===== config.mk =====
export PLATFORM = sky130hd
export DESIGN_NAME = dchan_regs
export DESIGN_NICKNAME = d
export VERILOG_FILES = /design/src/rtl/dchan_pkg.sv /design/src/rtl/dchan_decode.sv /design/src/rtl/dchan_ctrl.sv /design/src/rtl/dchan_status.sv /design/src/rtl/dchan_cfg.sv /design/src/rtl/dchan_regs.sv
export SDC_FILE = /design/constraint.sdc
export NUM_CORES = 1
export LEC_CHECK = 0
export BUFFER_PORTS_ARGS = -buffer_cell sky130_fd_sc_hd__clkbuf_2
export CAP_MARGIN = 40
export CORE_ASPECT_RATIO = 1.1
export CORE_MARGIN = 1.5
export CORE_UTILIZATION = 50
export DETAILED_ROUTE_END_ITERATION = 8
export PLACE_DENSITY_LB_ADDON = 0.08
export SLEW_MARGIN = 5
export SYNTH_ARGS = -nofsm -noshare
export SYNTH_HDL_FRONTEND = slang
export SYNTH_SLANG_ARGS = --single-unit

===== constraint.sdc =====
create_clock -name clk -period 3.2 [get_ports clk]
set_input_delay 0 -clock clk [delete_from_list [all_inputs] [get_ports clk]]
set_output_delay 0 -clock clk [all_outputs]
set_load 0.005 [all_outputs]

===== src/rtl/dchan_pkg.sv =====
package dchan_pkg;

  localparam int OFS_W = 5;

  localparam logic [OFS_W-1:0] OFS_CTRL = 5'h00;
  localparam logic [OFS_W-1:0] OFS_STAT = 5'h02;
  localparam logic [OFS_W-1:0] OFS_CNT  = 5'h04;
  localparam logic [OFS_W-1:0] OFS_PTR  = 5'h0C;
  localparam logic [OFS_W-1:0] OFS_FIN  = 5'h14;
  localparam logic [OFS_W-1:0] OFS_FOUT = 5'h16;

  localparam int CB_MASK = 8;
  localparam int CB_GO   = 7;
  localparam int CB_RST  = 5;

  localparam int SB_BUS   = 0;
  localparam int SB_UNEXP = 4;
  localparam int SB_SEQ   = 6;

  localparam logic [1:0]  PIO_RST = 2'd3;
  localparam logic [15:0] CNT_RST = 16'd1;
  localparam logic [15:0] THR_RST = 16'h0100;

  typedef struct packed {
    logic seq;
    logic unexp;
    logic bus;
  } evt_t;

  function automatic logic [7:0] stat_byte(evt_t s);
    logic [7:0] b;
    b = '0;
    b[SB_BUS]   = s.bus;
    b[SB_UNEXP] = s.unexp;
    b[SB_SEQ]   = s.seq;
    return b;
  endfunction

  // engine clear wins; a read keeps only what arrives in the read cycle
  function automatic evt_t stat_next(evt_t cur, evt_t ev, logic rd_clr, logic eng_clr);
    if (eng_clr) return '0;
    if (rd_clr) return ev;
    return evt_t'(cur | ev);
  endfunction

  function automatic logic [15:0] ctrl_view(logic mask, logic [1:0] pio);
    logic [15:0] v;
    v = '0;
    v[CB_MASK] = mask;
    v[1:0]     = pio;
    return v;
  endfunction

  function automatic logic [31:0] reg_view(logic [OFS_W-1:0] ofs, logic [15:0] ctrl,
                                           logic [7:0] stat, logic [15:0] cnt,
                                           logic [31:0] ptr, logic [15:0] fin,
                                           logic [15:0] fout);
    logic [31:0] v;
    case (ofs)
      OFS_CTRL: v = {16'd0, ctrl};
      OFS_STAT: v = {24'd0, stat};
      OFS_CNT:  v = {16'd0, cnt};
      OFS_PTR:  v = ptr;
      OFS_FIN:  v = {16'd0, fin};
      OFS_FOUT: v = {16'd0, fout};
      default:  v = '0;
    endcase
    return v;
  endfunction

endpackage


===== src/rtl/dchan_decode.sv =====
module dchan_decode
  import dchan_pkg::*;
#(
  parameter int NUM_CH  = 2,
  parameter int ADDR_W  = 8,
  parameter int CH_BASE = 'h80
) (
  input  logic [ADDR_W-1:0] addr,
  input  logic              wr_en,
  input  logic              rd_en,
  output logic [NUM_CH-1:0] wr_sel,
  output logic [NUM_CH-1:0] rd_sel,
  output logic [OFS_W-1:0]  ofs
);
  localparam int BLK_W    = ADDR_W - OFS_W;
  localparam int BASE_BLK = CH_BASE >> OFS_W;

  assign ofs = addr[OFS_W-1:0];

  for (genvar k = 0; k < NUM_CH; k++) begin : g_ch
    logic hit;
    assign hit       = (addr[ADDR_W-1:OFS_W] == BLK_W'(BASE_BLK + k));
    assign wr_sel[k] = wr_en && hit;
    assign rd_sel[k] = rd_en && hit;
  end
endmodule


===== src/rtl/dchan_ctrl.sv =====
module dchan_ctrl
  import dchan_pkg::*;
(
  input  logic        clk,
  input  logic        rst_n,
  input  logic        wr,
  input  logic        wr_mask,
  input  logic        wr_go,
  input  logic        wr_rst,
  input  logic [1:0]  wr_pio,
  output logic        go_pulse,
  output logic        eng_reset,
  output logic        eng_clr,
  output logic        irq_mask,
  output logic [1:0]  pio,
  output logic [15:0] view
);
  logic go_req;

  assign eng_clr = wr && wr_rst;
  assign go_req  = wr && wr_go && !wr_rst;

  always_ff @(posedge clk or negedge rst_n) begin
    if (!rst_n) begin
      go_pulse  <= 1'b0;
      eng_reset <= 1'b0;
      irq_mask  <= 1'b1;
      pio       <= PIO_RST;
    end else begin
      go_pulse  <= go_req;
      eng_reset <= eng_clr;
      if (wr) begin
        irq_mask <= wr_mask;
        pio      <= wr_pio;
      end
    end
  end

  assign view = ctrl_view(irq_mask, pio);
endmodule


===== src/rtl/dchan_status.sv =====
module dchan_status
  import dchan_pkg::*;
(
  input  logic       clk,
  input  logic       rst_n,
  input  evt_t       ev,
  input  logic       rd_clr,
  input  logic       eng_clr,
  output logic [7:0] stat
);
  evt_t q;

  always_ff @(posedge clk or negedge rst_n) begin
    if (!rst_n) q <= '0;
    else        q <= stat_next(q, ev, rd_clr, eng_clr);
  end

  assign stat = stat_byte(q);
endmodule


===== src/rtl/dchan_cfg.sv =====
module dchan_cfg
  import dchan_pkg::*;
(
  input  logic             clk,
  input  logic             rst_n,
  input  logic             wr,
  input  logic [OFS_W-1:0] ofs,
  input  logic [31:0]      wdata,
  output logic [15:0]      cnt,
  output logic [31:0]      ptr,
  output logic [15:0]      fin,
  output logic [15:0]      fout
);
  always_ff @(posedge clk or negedge rst_n) begin
    if (!rst_n) begin
      cnt  <= CNT_RST;
      ptr  <= '0;
      fin  <= THR_RST;
      fout <= THR_RST;
    end else if (wr) begin
      if (ofs == OFS_CNT)  cnt  <= wdata[15:0];
      if (ofs == OFS_PTR)  ptr  <= wdata;
      if (ofs == OFS_FIN)  fin  <= wdata[15:0];
      if (ofs == OFS_FOUT) fout <= wdata[15:0];
    end
  end
endmodule


===== src/rtl/dchan_regs.sv =====
module dchan_regs
  import dchan_pkg::*;
#(
  parameter int NUM_CH  = 2,
  parameter int ADDR_W  = 8,
  parameter int CH_BASE = 'h80
) (
  input  logic                 clk,
  input  logic                 rst_n,
  input  logic                 wr_en,
  input  logic                 rd_en,
  input  logic [ADDR_W-1:0]    addr,
  input  logic [31:0]          wdata,
  output logic [31:0]          rdata,
  input  logic [NUM_CH-1:0]    ev_bus_err,
  input  logic [NUM_CH-1:0]    ev_unexp_irq,
  input  logic [NUM_CH-1:0]    ev_pkt_seq,
  output logic [NUM_CH-1:0]    go_pulse,
  output logic [NUM_CH-1:0]    eng_reset,
  output logic [NUM_CH-1:0]    irq_mask,
  output logic [2*NUM_CH-1:0]  pio_mode,
  output logic [16*NUM_CH-1:0] pkt_count,
  output logic [32*NUM_CH-1:0] pkt_ptr,
  output logic [16*NUM_CH-1:0] fifo_in_thr,
  output logic [16*NUM_CH-1:0] fifo_out_thr,
  output logic [NUM_CH-1:0]    irq
);
  logic [NUM_CH-1:0]   wr_sel;
  logic [NUM_CH-1:0]   rd_sel;
  logic [OFS_W-1:0]    ofs;
  logic [8*NUM_CH-1:0] stat_flat;
  logic [31:0]         view [NUM_CH];

  dchan_decode #(
    .NUM_CH (NUM_CH),
    .ADDR_W (ADDR_W),
    .CH_BASE(CH_BASE)
  ) u_dec (
    .addr  (addr),
    .wr_en (wr_en),
    .rd_en (rd_en),
    .wr_sel(wr_sel),
    .rd_sel(rd_sel),
    .ofs   (ofs)
  );

  for (genvar k = 0; k < NUM_CH; k++) begin : g_ch
    logic        ctrl_wr;
    logic        stat_rd;
    logic        eng_clr;
    logic [15:0] cv;
    logic [7:0]  sv;
    evt_t        ev_k;

    assign ctrl_wr = wr_sel[k] && (ofs == OFS_CTRL);
    assign stat_rd = rd_sel[k] && (ofs == OFS_STAT);
    assign ev_k    = '{seq: ev_pkt_seq[k], unexp: ev_unexp_irq[k], bus: ev_bus_err[k]};

    dchan_ctrl u_ctrl (
      .clk      (clk),
      .rst_n    (rst_n),
      .wr       (ctrl_wr),
      .wr_mask  (wdata[CB_MASK]),
      .wr_go    (wdata[CB_GO]),
      .wr_rst   (wdata[CB_RST]),
      .wr_pio   (wdata[1:0]),
      .go_pulse (go_pulse[k]),
      .eng_reset(eng_reset[k]),
      .eng_clr  (eng_clr),
      .irq_mask (irq_mask[k]),
      .pio      (pio_mode[2*k +: 2]),
      .view     (cv)
    );

    dchan_status u_stat (
      .clk    (clk),
      .rst_n  (rst_n),
      .ev     (ev_k),
      .rd_clr (stat_rd),
      .eng_clr(eng_clr),
      .stat   (sv)
    );

    dchan_cfg u_cfg (
      .clk  (clk),
      .rst_n(rst_n),
      .wr   (wr_sel[k]),
      .ofs  (ofs),
      .wdata(wdata),
      .cnt  (pkt_count[16*k +: 16]),
      .ptr  (pkt_ptr[32*k +: 32]),
      .fin  (fifo_in_thr[16*k +: 16]),
      .fout (fifo_out_thr[16*k +: 16])
    );

    assign stat_flat[8*k +: 8] = sv;
    assign irq[k]  = (sv != 8'd0) && !irq_mask[k];
    assign view[k] = reg_view(ofs, cv, sv, pkt_count[16*k +: 16], pkt_ptr[32*k +: 32],
                              fifo_in_thr[16*k +: 16], fifo_out_thr[16*k +: 16]);
  end

  always_comb begin
    rdata = '0;
    for (int k = 0; k < NUM_CH; k++) begin
      if (rd_sel[k]) rdata = rdata | view[k];
    end
  end
endmodule


### After elaboration in Yosys (flattened, before gate mapping)

Cells that the tools add are included.
Widths: inputs -> output; s select.

* add/subtract/negate cells: 0
* multipliers: 0
* divide/modulo/power cells: 0
* $lt $le $gt $ge: 0
* equal/unequal tests: 7
* shifts and indexed selects: 0
* mux-type cells: 18
* bitwise logic cells: 3
* reductions and logical operators: 30

Operator list (count)
* $pmux 32 s6: 2
* $mux 32: 2
* $or 32x32->32: 1
* $mux 3: 8
* $logic_and 1x1->1: 16
* $reduce_and 2->1: 8
* $reduce_bool 8->1: 2
* $eq 5x5->1 const B: 2
* $eq 3x3->1 const B: 2
* $mux 1: 6
* $or 3x3->3: 2
* $eq 5x2->1 const B: 1
* $eq 5x3->1 const B: 1
* $eq 5x4->1 const B: 1
* $logic_not 5->1: 1
* $logic_not 1->1: 3

* flip-flop bits (word level): 176
* latch bits: 0
* RAM bits: 0
* bits in read-only memories: 0
* input bits: 50
* output and inout bits: 204
* logic and storage cells: 80
* memories kept: 0

### Depth between registers and ports, before layout

* depth in word-level cells: 8
* depth in mapped cells: 8
* mapped depth without buffers: 4

### By module

A second synthesis with hierarchy kept.

* cells, all modules: 720
* area, all modules: 9082.5 um2

Modules (own cells, without submodules)
* dchan_cfg: instances 2, cells each 174, area an instance 3081.7 um2, seq. area each 2005.7 um2
* dchan_regs: instances 1, cells each 273, area an instance 1903.1 um2, seq. area each 0.0 um2
* dchan_ctrl: instances 2, cells each 27, area an instance 304.0 um2, seq. area each 128.9 um2
* dchan_status: instances 2, cells each 18, area an instance 161.4 um2, seq. area each 75.1 um2
* dchan_decode: instances 1, cells each 9, area an instance 85.1 um2, seq. area each 0.0 um2

### Worst setup path before layout

OpenSTA, ideal clock, no wires.

* path type: input -> register
* from: input port addr[0]
* to: register g_ch[0].u_cfg.cnt[10]
* library setup time: 0.125 ns
* arrival: 1.667 ns
* required time: 3.075 ns
* path slack: 1.408 ns
* stages: 6
* buffers on the path: 3
* cell sequence: buf_2 -> or4b_1 -> buf_2 -> nor3b_4 -> buf_6 -> mux2_2

* cells in the longest elaborated chain, start to end: 2

RTL lines
* start: declaration: line dchan_regs.sv:12 `input logic [ADDR_W-1:0] addr,`
* $eq 5x3->1: line dchan_cfg.sv:21 `if (ofs == OFS_CNT) cnt <= wdata[15:0];`
* $reduce_and 2->1 (no line)
* end signal: assignment: line dchan_cfg.sv:21
* end: declaration: line dchan_cfg.sv:9 `output logic [15:0] cnt,`

No other way between the ends.
A chain may end at the register's enable or synchronous reset.

### Final worst setup path

* from: input port addr[1]
* to: output port rdata[6]

* cells in the longest elaborated chain, start to end: 5
* elaborated cells on any way between the ends: 11
* classes of those cells: eq/ne: 5; mux: 4; bitwise: 1; reduce/logical: 1

RTL lines
* $eq 5x5->1 (tied with other cells): line dchan_pkg.sv:59 `case (ofs)`
* $pmux 32 s6: line dchan_pkg.sv:59
* $mux 32: line dchan_regs.sv:105 `if (rd_sel[k]) rdata = rdata | view[k];`
* $or 32x32->32: line dchan_regs.sv:105
* $mux 32 *: line dchan_regs.sv:105
* end: declaration: line dchan_regs.sv:14 `output logic [31:0] rdata,`

Mark *: on every way between the ends. The rest lies on a longest branch, timed or not.

==> impl_metrics.tcl <==
set metrics [dict create \
    dp.final_hpwl_mm 15.79 \
    final_cell_mix "252 x clkbuf_2, 177 x mux2_2, 164 x dfrtp_1" \
    status "finished, final reports clean" \
    leakagePower_nw 5.449 \
    drtPass1Iterations 5 \
    place_congestion 0.8181 \
    yosysWarnings 0 \
    cts_sinks 176 \
    cts-htree-levels 4 \
    syn_nets 632 \
    insertion_delay_ps 430 \
    max_cap_violations 0 \
    grt_pass1_vias 6360 \
    cts_tree "done" \
    ir_worst_vdd_mv 0.3337 \
    core_um2 15680 \
    rsz0062_at_grt "false" \
    ys_types 37 \
    yosys.area.top_type "dfrtp_1" \
    r2r_slack_ps 2390 \
    die_y_um 135.6 \
    maxSlewViolCount 0 \
    wl_mm 23.31 \
    avgSynthCellArea_um2 13.73 \
    initial_core_util 0.5097 \
    cellPowerDensity_nw_per_um2 470.6 \
    relSlewSlack 0.4037 \
    fin_area_um2 10440 \
    root_buffer "clkbuf_16" \
    hp-class "input port to flip-flop" \
    grt.overflow.total 0 \
    io_pins 254 \
    placed_cell_area_um2 9483 \
    vias 6225 \
    area_growth_pct 30.63 \
    via_per_inst 5.812 \
    crit_chain "clkbuf_2, buf_4, or4b_1, buf_4, o22ai_1, a31oi_1, o22ai_1, clkbuf_2" \
    synth-seq-cells 176 \
    drive_above_1_share 0.5718 \
    nNetsFinal 908 \
    cts_resized 0 \
    seq_area_frac_synth 0.5532 \
    path_clk_slew_ps 60 \
    slowest_stage "or4b_1" \
    die_area_um2 16750 \
    antenna_found_initial 0 \
    cp_max_fo 13 \
    start_kind "input port" \
    setup_viol 0 \
    synth_cells 582 \
    syn-cell-area_um2 7989 \
    track_usage 0.2856 \
    clk_path_buf_depth 2 \
    grt_max_degree 97 \
    synth_top_cell_area_share 0.5137 \
    ant_nets 0 \
    numCtsBuffers 17 \
    critPathKind "input port to primary output" \
    grt_first_pass_wirelength_mm 35.67 \
    dr.first_iter.drc_count 414 \
    routedWlPerCell_um 21.76 \
    cp.required_ps 3200 \
    hold_viol 0 \
    min_period_ps 2360 \
    synth.area.top_cells "dfrtp_1 51%, mux2_2 25%, dfstp_2 3.9%" \
    die_w_um 123.5 \
    end_kind "primary output" \
    cp.arrival_ps 2360 \
    n_antenna_cell 0 \
    drc_errors 0 \
    slowest_delay_ps 820 \
    worst_pin_slew_ps 894.5 \
    fin_skew_ps 0 \
    fin_crit_sh 0.7374 \
    final_common_cell "clkbuf_2" \
    max_clock_freq_mhz 423.8 \
    rows 48 \
    io_buffers 253 \
    setup-tns-final_ps 0 \
]
kinds of logic (layout without fill, tap and decap cells):
| family | count (synthesis) | after routing | share of synthesized area |
|---|---|---|---|
| DFF | 176 | 176 | 0.5532 |
| AOI/OAI and AO/OA | 80 | 80 | 0.07596 |
| and+or+nand+nor | 65 | 65 | 0.04887 |
| buffers and inverters | 53 | 342 | 0.03367 |
| muxes | 208 | 208 | 0.2883 |
routing by layer:
metal	up-vias	part of all wire	GRT usage
met2	265	0.51	0.4722
met1	3191	0.40	0.3570
met3	45	0.067	0.07660
li1	2724	-	-
met5	-	0	0
met4	0	0.026	0.1117
final timing paths:
path / start / end / cells after the start
worst max-delay path: addr[1] / rdata[6] / 8
min in group asynchronous: rst_n / g_ch[1].u_ctrl.irq_mask / 2
worst min-delay path: wdata[0] / g_ch[1].u_cfg.ptr[0] / 2
max in group asynchronous: rst_n / g_ch[1].u_ctrl.pio[0] / 4
worst max register to register: g_ch[1].u_cfg.ptr[0] / g_ch[1].u_cfg.ptr[0] / 1
worst min register to register: g_ch[0].u_cfg.ptr[3] / g_ch[0].u_cfg.ptr[3] / 1
sequential cells by signal (all words and copies together), names as in the netlist:
register               count
g_ch.u_cfg.ptr            64
g_ch.u_cfg.cnt            32
g_ch.u_cfg.fin            32
g_ch.u_cfg.fout           32
g_ch.u_stat.stat           6
g_ch.u_ctrl.pio            4
g_ch.u_ctrl.eng_reset      2
g_ch.u_ctrl.go_pulse       2
g_ch.u_ctrl.irq_mask       2
synth_stat cells (all sizes together):
| cell | number |
|---|---|
| mux2 | 177 |
| dfrtp | 164 |
| buf | 34 |
| mux2i | 31 |
| o22ai | 26 |
| nor2 | 23 |
| clkbuf | 18 |
| a22o | 16 |
| a221oi | 15 |
| dfstp | 12 |
| a222oi | 11 |
| a21oi | 10 |
| nand2 | 9 |
| nor3 | 6 |
| and2 | 4 |
| and3 | 4 |
| or3 | 4 |
| nor3b | 3 |
| a31oi | 2 |
| and3b | 2 |
| nand4b | 2 |
| nand4bb | 2 |
| or4b | 2 |
| inv | 1 |
| nor2b | 1 |
| nor4 | 1 |
| nor4b | 1 |
| or4 | 1 |
final cells by class:
class	instances	area, µm²
Inverter	1	3.754
Sequential cell	176	4419
Timing Repair Buffer	309	1876
Tap cell	200	250.2
Clock buffer	21	460.4
Multi-Input combinational cell	353	3314
Fill cell	1202	5239
Clock inverter	11	112.6
timing repair:
| item | in CTS | in global routing |
|---|---|---|
| hold buffers | 38 | 0 |
| hold endpoints to repair | 261 | 0 |
| buffers inserted | 0 | 0 |
metrics by stage:
stage	hold slack, ps	std cells	power [mW]	setup WS [ps]	utilization
after floorplan	-295.6	582	2.618	1408	-
after global placement	183.7	996	2.860	814.1	0.5978
after detailed placement	-173.5	1001	2.880	784.2	0.6050
after CTS	13.42	1071	4.937	887.7	0.6658
after global routing	32.25	1071	5.093	802.4	0.6658
final	12.23	1071	4.911	840.4	0.6658
critical path, delay by kind of cell:
| family | cells | cell delay (ps) |
|---|---|---|
| AOI/OAI and AO/OA | 3 | 580 |
| and+or+nand+nor | 1 | 820 |
| buffers and inverters | 4 | 940 |
where the power goes:
part	switching, mW	internal [mW]
logic	0.223	0.233
clock network	0.849	1.18
registers	0.0889	2.33
Note: power is estimated with default switching activity, not from simulation.
